[src/rtl/pt_pkg.sv]
package pt_pkg;
  typedef enum logic [1:0] {
    MODE_HOLD    = 2'b00,
    MODE_TIMER   = 2'b01,
    MODE_EVENT   = 2'b10,
    MODE_CAPTURE = 2'b11
  } pt_mode_e;

  // Select the edge strobe matching a polarity: 0 picks rise, 1 picks fall.
  function automatic logic pick_edge(input logic pol, input logic rise,
                                     input logic fall);
    pick_edge = pol ? fall : rise;
  endfunction
endpackage

[src/rtl/pt_edge_sync.sv]
module pt_edge_sync #(
  parameter int STAGES = 2
) (
  input  logic clk,
  input  logic rst_n,
  input  logic pin_i,
  output logic rise_o,
  output logic fall_o
);
  logic [STAGES-1:0] chain_q;
  logic              prev_q;
  logic              level;

  always_ff @(posedge clk or negedge rst_n) begin
    if (!rst_n) begin
      chain_q <= '0;
      prev_q  <= 1'b0;
    end else begin
      chain_q <= {chain_q[STAGES-2:0], pin_i};
      prev_q  <= chain_q[STAGES-1];
    end
  end

  assign level  = chain_q[STAGES-1];
  assign rise_o = level & ~prev_q;
  assign fall_o = ~level & prev_q;
endmodule

[src/rtl/pt_prescaler.sv]
module pt_prescaler #(
  parameter int SEL_W = 3
) (
  input  logic             clk,
  input  logic             rst_n,
  input  logic             run_i,
  input  logic             tick_i,
  input  logic [SEL_W-1:0] sel_i,
  output logic             step_o
);
  localparam int DIV_W = (1 << SEL_W) - 1;

  // Low bits that must all be set for a divided step: 2^sel - 1.
  function automatic logic [DIV_W-1:0] tap_mask(input logic [SEL_W-1:0] s);
    logic [DIV_W:0] one_hot;
    one_hot  = '0;
    one_hot[s] = 1'b1;
    tap_mask = DIV_W'(one_hot - 1'b1);
  endfunction

  logic [DIV_W-1:0] div_q;
  logic [DIV_W-1:0] mask;

  assign mask = tap_mask(sel_i);

  always_ff @(posedge clk or negedge rst_n) begin
    if (!rst_n)       div_q <= '0;
    else if (!run_i)  div_q <= '0;
    else if (tick_i)  div_q <= div_q + 1'b1;
  end

  assign step_o = run_i & tick_i & ((div_q & mask) == mask);
endmodule

[src/rtl/pt_counter.sv]
module pt_counter #(
  parameter int CNT_W = 8
) (
  input  logic             clk,
  input  logic             rst_n,
  input  logic             load_i,
  input  logic             step_i,
  input  logic [CNT_W-1:0] reload_i,
  output logic [CNT_W-1:0] cnt_o,
  output logic             wrap_o
);
  // Next value for one step: wrap to the reload value past all-ones.
  function automatic logic [CNT_W-1:0] stepped(input logic [CNT_W-1:0] c,
                                               input logic [CNT_W-1:0] r);
    stepped = (c == {CNT_W{1'b1}}) ? r : c + 1'b1;
  endfunction

  logic [CNT_W-1:0] cnt_q;

  always_ff @(posedge clk or negedge rst_n) begin
    if (!rst_n)      cnt_q <= '0;
    else if (load_i) cnt_q <= reload_i;
    else if (step_i) cnt_q <= stepped(cnt_q, reload_i);
  end

  assign cnt_o  = cnt_q;
  assign wrap_o = step_i & (cnt_q == {CNT_W{1'b1}});
endmodule

[src/rtl/pulse_timer.sv]
module pulse_timer #(
  parameter int CNT_W   = 8,
  parameter int SEL_W   = 3,
  parameter int SYNC_ST = 2
) (
  input  logic             clk,
  input  logic             rst_n,
  input  logic             tick_i,
  input  logic             pin_i,
  input  logic [1:0]       mode_i,
  input  logic             edge_sel_i,
  input  logic [SEL_W-1:0] psc_sel_i,
  input  logic             en_wr_i,
  input  logic             en_val_i,
  input  logic             preload_wr_i,
  input  logic [CNT_W-1:0] preload_i,
  input  logic             ovf_clr_i,
  input  logic             pfd_sel_i,
  input  logic             peer_ovf_i,
  output logic [CNT_W-1:0] count_o,
  output logic             ovf_flag_o,
  output logic             ovf_pulse_o,
  output logic             pfd_o,
  output logic             en_o
);
  import pt_pkg::*;

  pt_mode_e         mode;
  logic             en_q, meas_q, flag_q, pfd_q;
  logic [CNT_W-1:0] preload_q, reload_src;
  logic             pin_rise, pin_fall;
  logic             psc_run, psc_step;
  logic             is_cap, start_evt, stop_evt;
  logic             direct_load, cnt_step, wrap, pfd_src;

  assign mode   = pt_mode_e'(mode_i);
  assign is_cap = (mode == MODE_CAPTURE);

  pt_edge_sync #(.STAGES(SYNC_ST)) sync_i (
    .clk(clk), .rst_n(rst_n), .pin_i(pin_i),
    .rise_o(pin_rise), .fall_o(pin_fall)
  );

  assign psc_run = en_q & ((mode == MODE_TIMER) | is_cap);

  pt_prescaler #(.SEL_W(SEL_W)) psc_i (
    .clk(clk), .rst_n(rst_n), .run_i(psc_run), .tick_i(tick_i),
    .sel_i(psc_sel_i), .step_o(psc_step)
  );

  // Capture window boundaries.
  assign start_evt = is_cap & en_q & ~meas_q &
                     pick_edge(~edge_sel_i, pin_rise, pin_fall);
  assign stop_evt  = is_cap & en_q & meas_q &
                     pick_edge(edge_sel_i, pin_rise, pin_fall);

  always_comb begin
    unique case (mode)
      MODE_TIMER:   cnt_step = psc_step;
      MODE_EVENT:   cnt_step = en_q & pick_edge(edge_sel_i, pin_rise, pin_fall);
      MODE_CAPTURE: cnt_step = psc_step & (meas_q | start_evt) & ~stop_evt;
      default:      cnt_step = 1'b0;
    endcase
  end

  assign direct_load = preload_wr_i & ~en_q;
  assign reload_src  = direct_load ? preload_i : preload_q;

  pt_counter #(.CNT_W(CNT_W)) cnt_i (
    .clk(clk), .rst_n(rst_n), .load_i(direct_load), .step_i(cnt_step),
    .reload_i(reload_src), .cnt_o(count_o), .wrap_o(wrap)
  );

  always_ff @(posedge clk or negedge rst_n) begin
    if (!rst_n) begin
      preload_q <= '0;
      en_q      <= 1'b0;
      meas_q    <= 1'b0;
      flag_q    <= 1'b0;
      pfd_q     <= 1'b0;
    end else begin
      if (preload_wr_i) preload_q <= preload_i;

      if (en_wr_i)       en_q <= en_val_i;
      else if (stop_evt) en_q <= 1'b0;

      if (!en_q || !is_cap || stop_evt) meas_q <= 1'b0;
      else if (start_evt)               meas_q <= 1'b1;

      if (wrap)           flag_q <= 1'b1;
      else if (ovf_clr_i) flag_q <= 1'b0;

      if (pfd_src) pfd_q <= ~pfd_q;
    end
  end

  assign pfd_src     = pfd_sel_i ? peer_ovf_i : wrap;
  assign ovf_pulse_o = wrap;
  assign ovf_flag_o  = flag_q;
  assign pfd_o       = pfd_q;
  assign en_o        = en_q;
endmodule

[config.mk]
export PLATFORM = sky130hd
export DESIGN_NAME = pulse_timer
export DESIGN_NICKNAME = d
export VERILOG_FILES = /design/src/rtl/pt_pkg.sv /design/src/rtl/pt_edge_sync.sv /design/src/rtl/pt_prescaler.sv /design/src/rtl/pt_counter.sv /design/src/rtl/pulse_timer.sv
export SDC_FILE = /design/constraint.sdc
export NUM_CORES = 1
export LEC_CHECK = 0
export ABC_AREA = 0
export ABC_CLOCK_PERIOD_IN_PS = 4000
export BUFFER_PORTS_ARGS = -buffer_cell sky130_fd_sc_hd__buf_2
export CORE_AREA = 2 2 73 75
export DETAILED_ROUTE_END_ITERATION = 8
export DIE_AREA = 0 0 75 77
export MAX_ROUTING_LAYER = met4
export PLACE_DENSITY_LB_ADDON = 0.08
export SYNTH_ARGS = -nofsm -noshare
export SYNTH_HDL_FRONTEND = slang
export SYNTH_HIERARCHICAL = 1
export SYNTH_SLANG_ARGS = --single-unit
[constraint.sdc]
create_clock -name clk -period 4 [get_ports clk]
set_input_delay 0.4 -clock clk [delete_from_list [all_inputs] [get_ports clk]]
set_output_delay 0.4 -clock clk [all_outputs]
set_load 0.02 [all_outputs]
==> impl_metrics.toml <==
[detailed_routing]
viasPerCell = 5.063
drtIter0Drc = 96
wire_per_inst_um = 13.99
drtAntennaViolNets = 0
routed.top_layer = "met4"
wirelength_met1_mm = 1.771
wl_mm = 3.748
firstDrtPassIters = 4
drc = 0
met2_length_mm = 1.735
wl_met3_um = 191
vias = 1357

[floorplan]
die-area_mm2 = 0.005775
core_mm2 = 0.004977
ios = 36
die_x_um = 75
num_rows = 26
initial_core_util_pct = 34.41
die_h_um = 77

[place]
port_buffers = 35
gp_congestion = 0.8786
dpl.hpwl_mm = 2.687

[global_routing]
grt_max_degree = 31
antenna_found_initial = 0
grt_pass1_wl_mm = 6.492
first_global_vias = 1399
track_usage_pct = 14.95
grt_overflow = 0

[setup_path]
cpMostUsedCell = "nand3_1"
critPathSlowestCell = "or4_1"
cp_max_fo = 10
cp.arrival_ps = 3160
crit_chain = "and2_1 > nand3_1 > a221oi_1 > nand2_1 > or4_1 > nand3_1 > and3_1 > and4_1 > buf_2"
required_ps = 3600
cpPeakStageDelay_ps = 510
start_kind = "register"
end_kind = "output pin"
path_class = "register to output pin"

[sta]
drv_slew = 0
tightest_slew_ps = 693.4
final-setup-viol-count = 0
fmax_mhz = 280.9
relSlewSlack_pct = 53.77
hold_slack_ps = 162.1
clock_skew_ps = 6.344
tns_ps = 0
rsz0062_at_grt = "no"
finalCriticalPeriod_ps = 3559
hold_viol_final = 0
fin_crit_sh_pct = 88.99

[synthesis]
syn_avg_cell_area_um2 = 10.64
yosysUniqueCellTypes = 47
ys_seq_area_share_pct = 43.83
netlist_instances = 161
synth_edf_count = 0
ys_seq_elements = 30
syn_area_mm2 = 0.001713
synth_warnings = 6
synth-main-ff-cell = "dfrtp_1"
synthTopCellsByArea = "dfrtp_1, mux2_2, nand2_1"
synthDominantCellAreaShare_pct = 43.83
synth_most_common_cell = "dfrtp_1"
synth_common_cells = "dfrtp_1, mux2_2, nand2_1, o21ai_0, nor2_1"
synthArstFlopShare_pct = 100.0
syn_nets = 187
yosysTopAreaCell = "dfrtp_1"

[power]
p_leak_uw = 0.0008833
ir_drop_mv = 0.1485
p_int_uw = 571.7
p_sw_uw = 272.2
sequentialPowerShare_pct = 46.7
p_comb_share_pct = 24.0
p_per_area_mw_per_mm2 = 419.2
switching_share_pct = 32.26
p_clk_share_pct = 29.3

[clocking]
cts_num_sinks = 30
clockBufferDepth = 2
h-tree-depth = 2
clk_pin_slew_worst_paths_ps = 60
insertion_delay_ps = 280
ctsRootBufferMaster = "clkbuf_8"
cts_tree = "yes"
cts_resized = 0
holdBufCountCts = 0
numCtsBuffers = 5
postCtsSetupBuffers = 0

[job]
cap_violations = 0

[finish]
drive_above_1_share_pct = 34.85
fillers = 501
syn_to_final_growth_pct = 17.53
n_antenna_cell = 0
final_nets = 223

[worst_hold_path]
worst_hold_path_type = "input port to asynchronous set/reset pin"

[run_status]
status = "finished, final reports clean"
-- metal layers --
layer	global-route usage, %	vias to the layer above
met2	22.37	37
li1	-	671
met1	19.64	643
met4	4.643	0
met5	-	-
met3	3.942	6
-- metrics by stage --
| step | cells | setup slack [ps] | util [%] | power, uW | area [um2] |
|---|---|---|---|---|---|
| floorplan | 161 | 1168 | - | 531.2 | 1713 |
| global placement | 260 | 750.1 | 38.61 | 599.6 | 1922 |
| detailed placement | 260 | 661.7 | 38.61 | 605.5 | 1922 |
| CTS | 268 | 415.6 | 40.45 | 862.8 | 2013 |
| global route | 268 | 179.1 | 40.45 | 908.6 | 2013 |
| finish | 268 | 440.6 | 40.45 | 843.9 | 2013 |
-- layout make-up --
| type | count | area [um2] | share of cell area, % |
|---|---|---|---|
| Tap cell | 70 | 87.58 | 4.351 |
| Timing Repair Buffer | 36 | 182.7 | 9.074 |
| Sequential cell | 30 | 750.7 | 37.29 |
| Clock buffer | 7 | 86.33 | 4.288 |
| Inverter | 4 | 15.01 | 0.7458 |
| Clock inverter | 1 | 5.005 | 0.2486 |
| Multi-Input combinational cell | 120 | 885.9 | 44.00 |
-- logic make-up (layout without fill, tap and decap cells) --
kind of cell | count (synthesis) | in the layout | share of synthesized area (%)
muxes | 21 | 21 | 13.73
AOI/OAI and AO/OA | 35 | 35 | 15.05
xor gates and xnor gates | 7 | 7 | 3.579
adders and majority gates | 2 | 2 | 1.461
and+or+nand+nor | 55 | 55 | 17.90
DFF | 30 | 30 | 43.83
buffers and inverters | 11 | 48 | 4.455
-- final timing paths --
kind | startpoint | to | slack, ps | cells after the start
max | en_o | ovf_pulse_o | 440 | 9
min | rst_n | preload_q[3] | 160 | 1
max reg2reg | en_o | cnt_i/cnt_o[1] | 920 | 10
min reg2reg | sync_i/chain_q[0] | sync_i/chain_q[1] | 350 | 0
max in group asynchronous | rst_n | preload_q[4] | 3380 | 1
min in group clk | pin_i | sync_i/chain_q[0] | 230 | 1
-- state kept, by name (all words and copies together), names as in the netlist --
signal / count
cnt_i/cnt_o: 8
en_o: 1
meas_q: 1
ovf_flag_o: 1
pfd_o: 1
preload_q: 8
psc_i/div_q: 7
sync_i/chain_q: 2
sync_i/prev_q: 1
-- placed cells by master (no fill, tap or decap), types with 2 or more instances in the layout --
cell type	count
nand4_1	4
and3_2	2
dfrtp_1	30
a211oi_1	2
clkbuf_8	6
mux2_2	16
o21ai_0	11
buf_2	35
and3_1	2
a21o_1	2
o211ai_1	2
nor2_1	8
xnor2_1	5
inv_1	4
a31oi_1	2
nor2b_1	2
ha_1	2
nand3_1	5
o22a_1	2
a21oi_1	4
mux2i_1	4
and2_1	7
nand2_1	15
xor2_1	2
-- worst max-delay path: cells and delay by family (launching register included) --
kind	cells	cell delay [ps]
AO/OA/AOI/OAI	1	330
buffers and inverters	1	200
flip-flops	1	440
AND/OR/NAND/NOR	7	1920
-- power groups by stage --
stage	registers [uW]	logic, uW	clock network, uW
2_1_floorplan	417	114	0
3_3_place_gp	399	201	0
3_5_place_dp	401	205	0
4_1_cts	395	206	262
5_1_grt	403	225	281
6_report	394	202	248
Power figures use the tool's default switching activity.
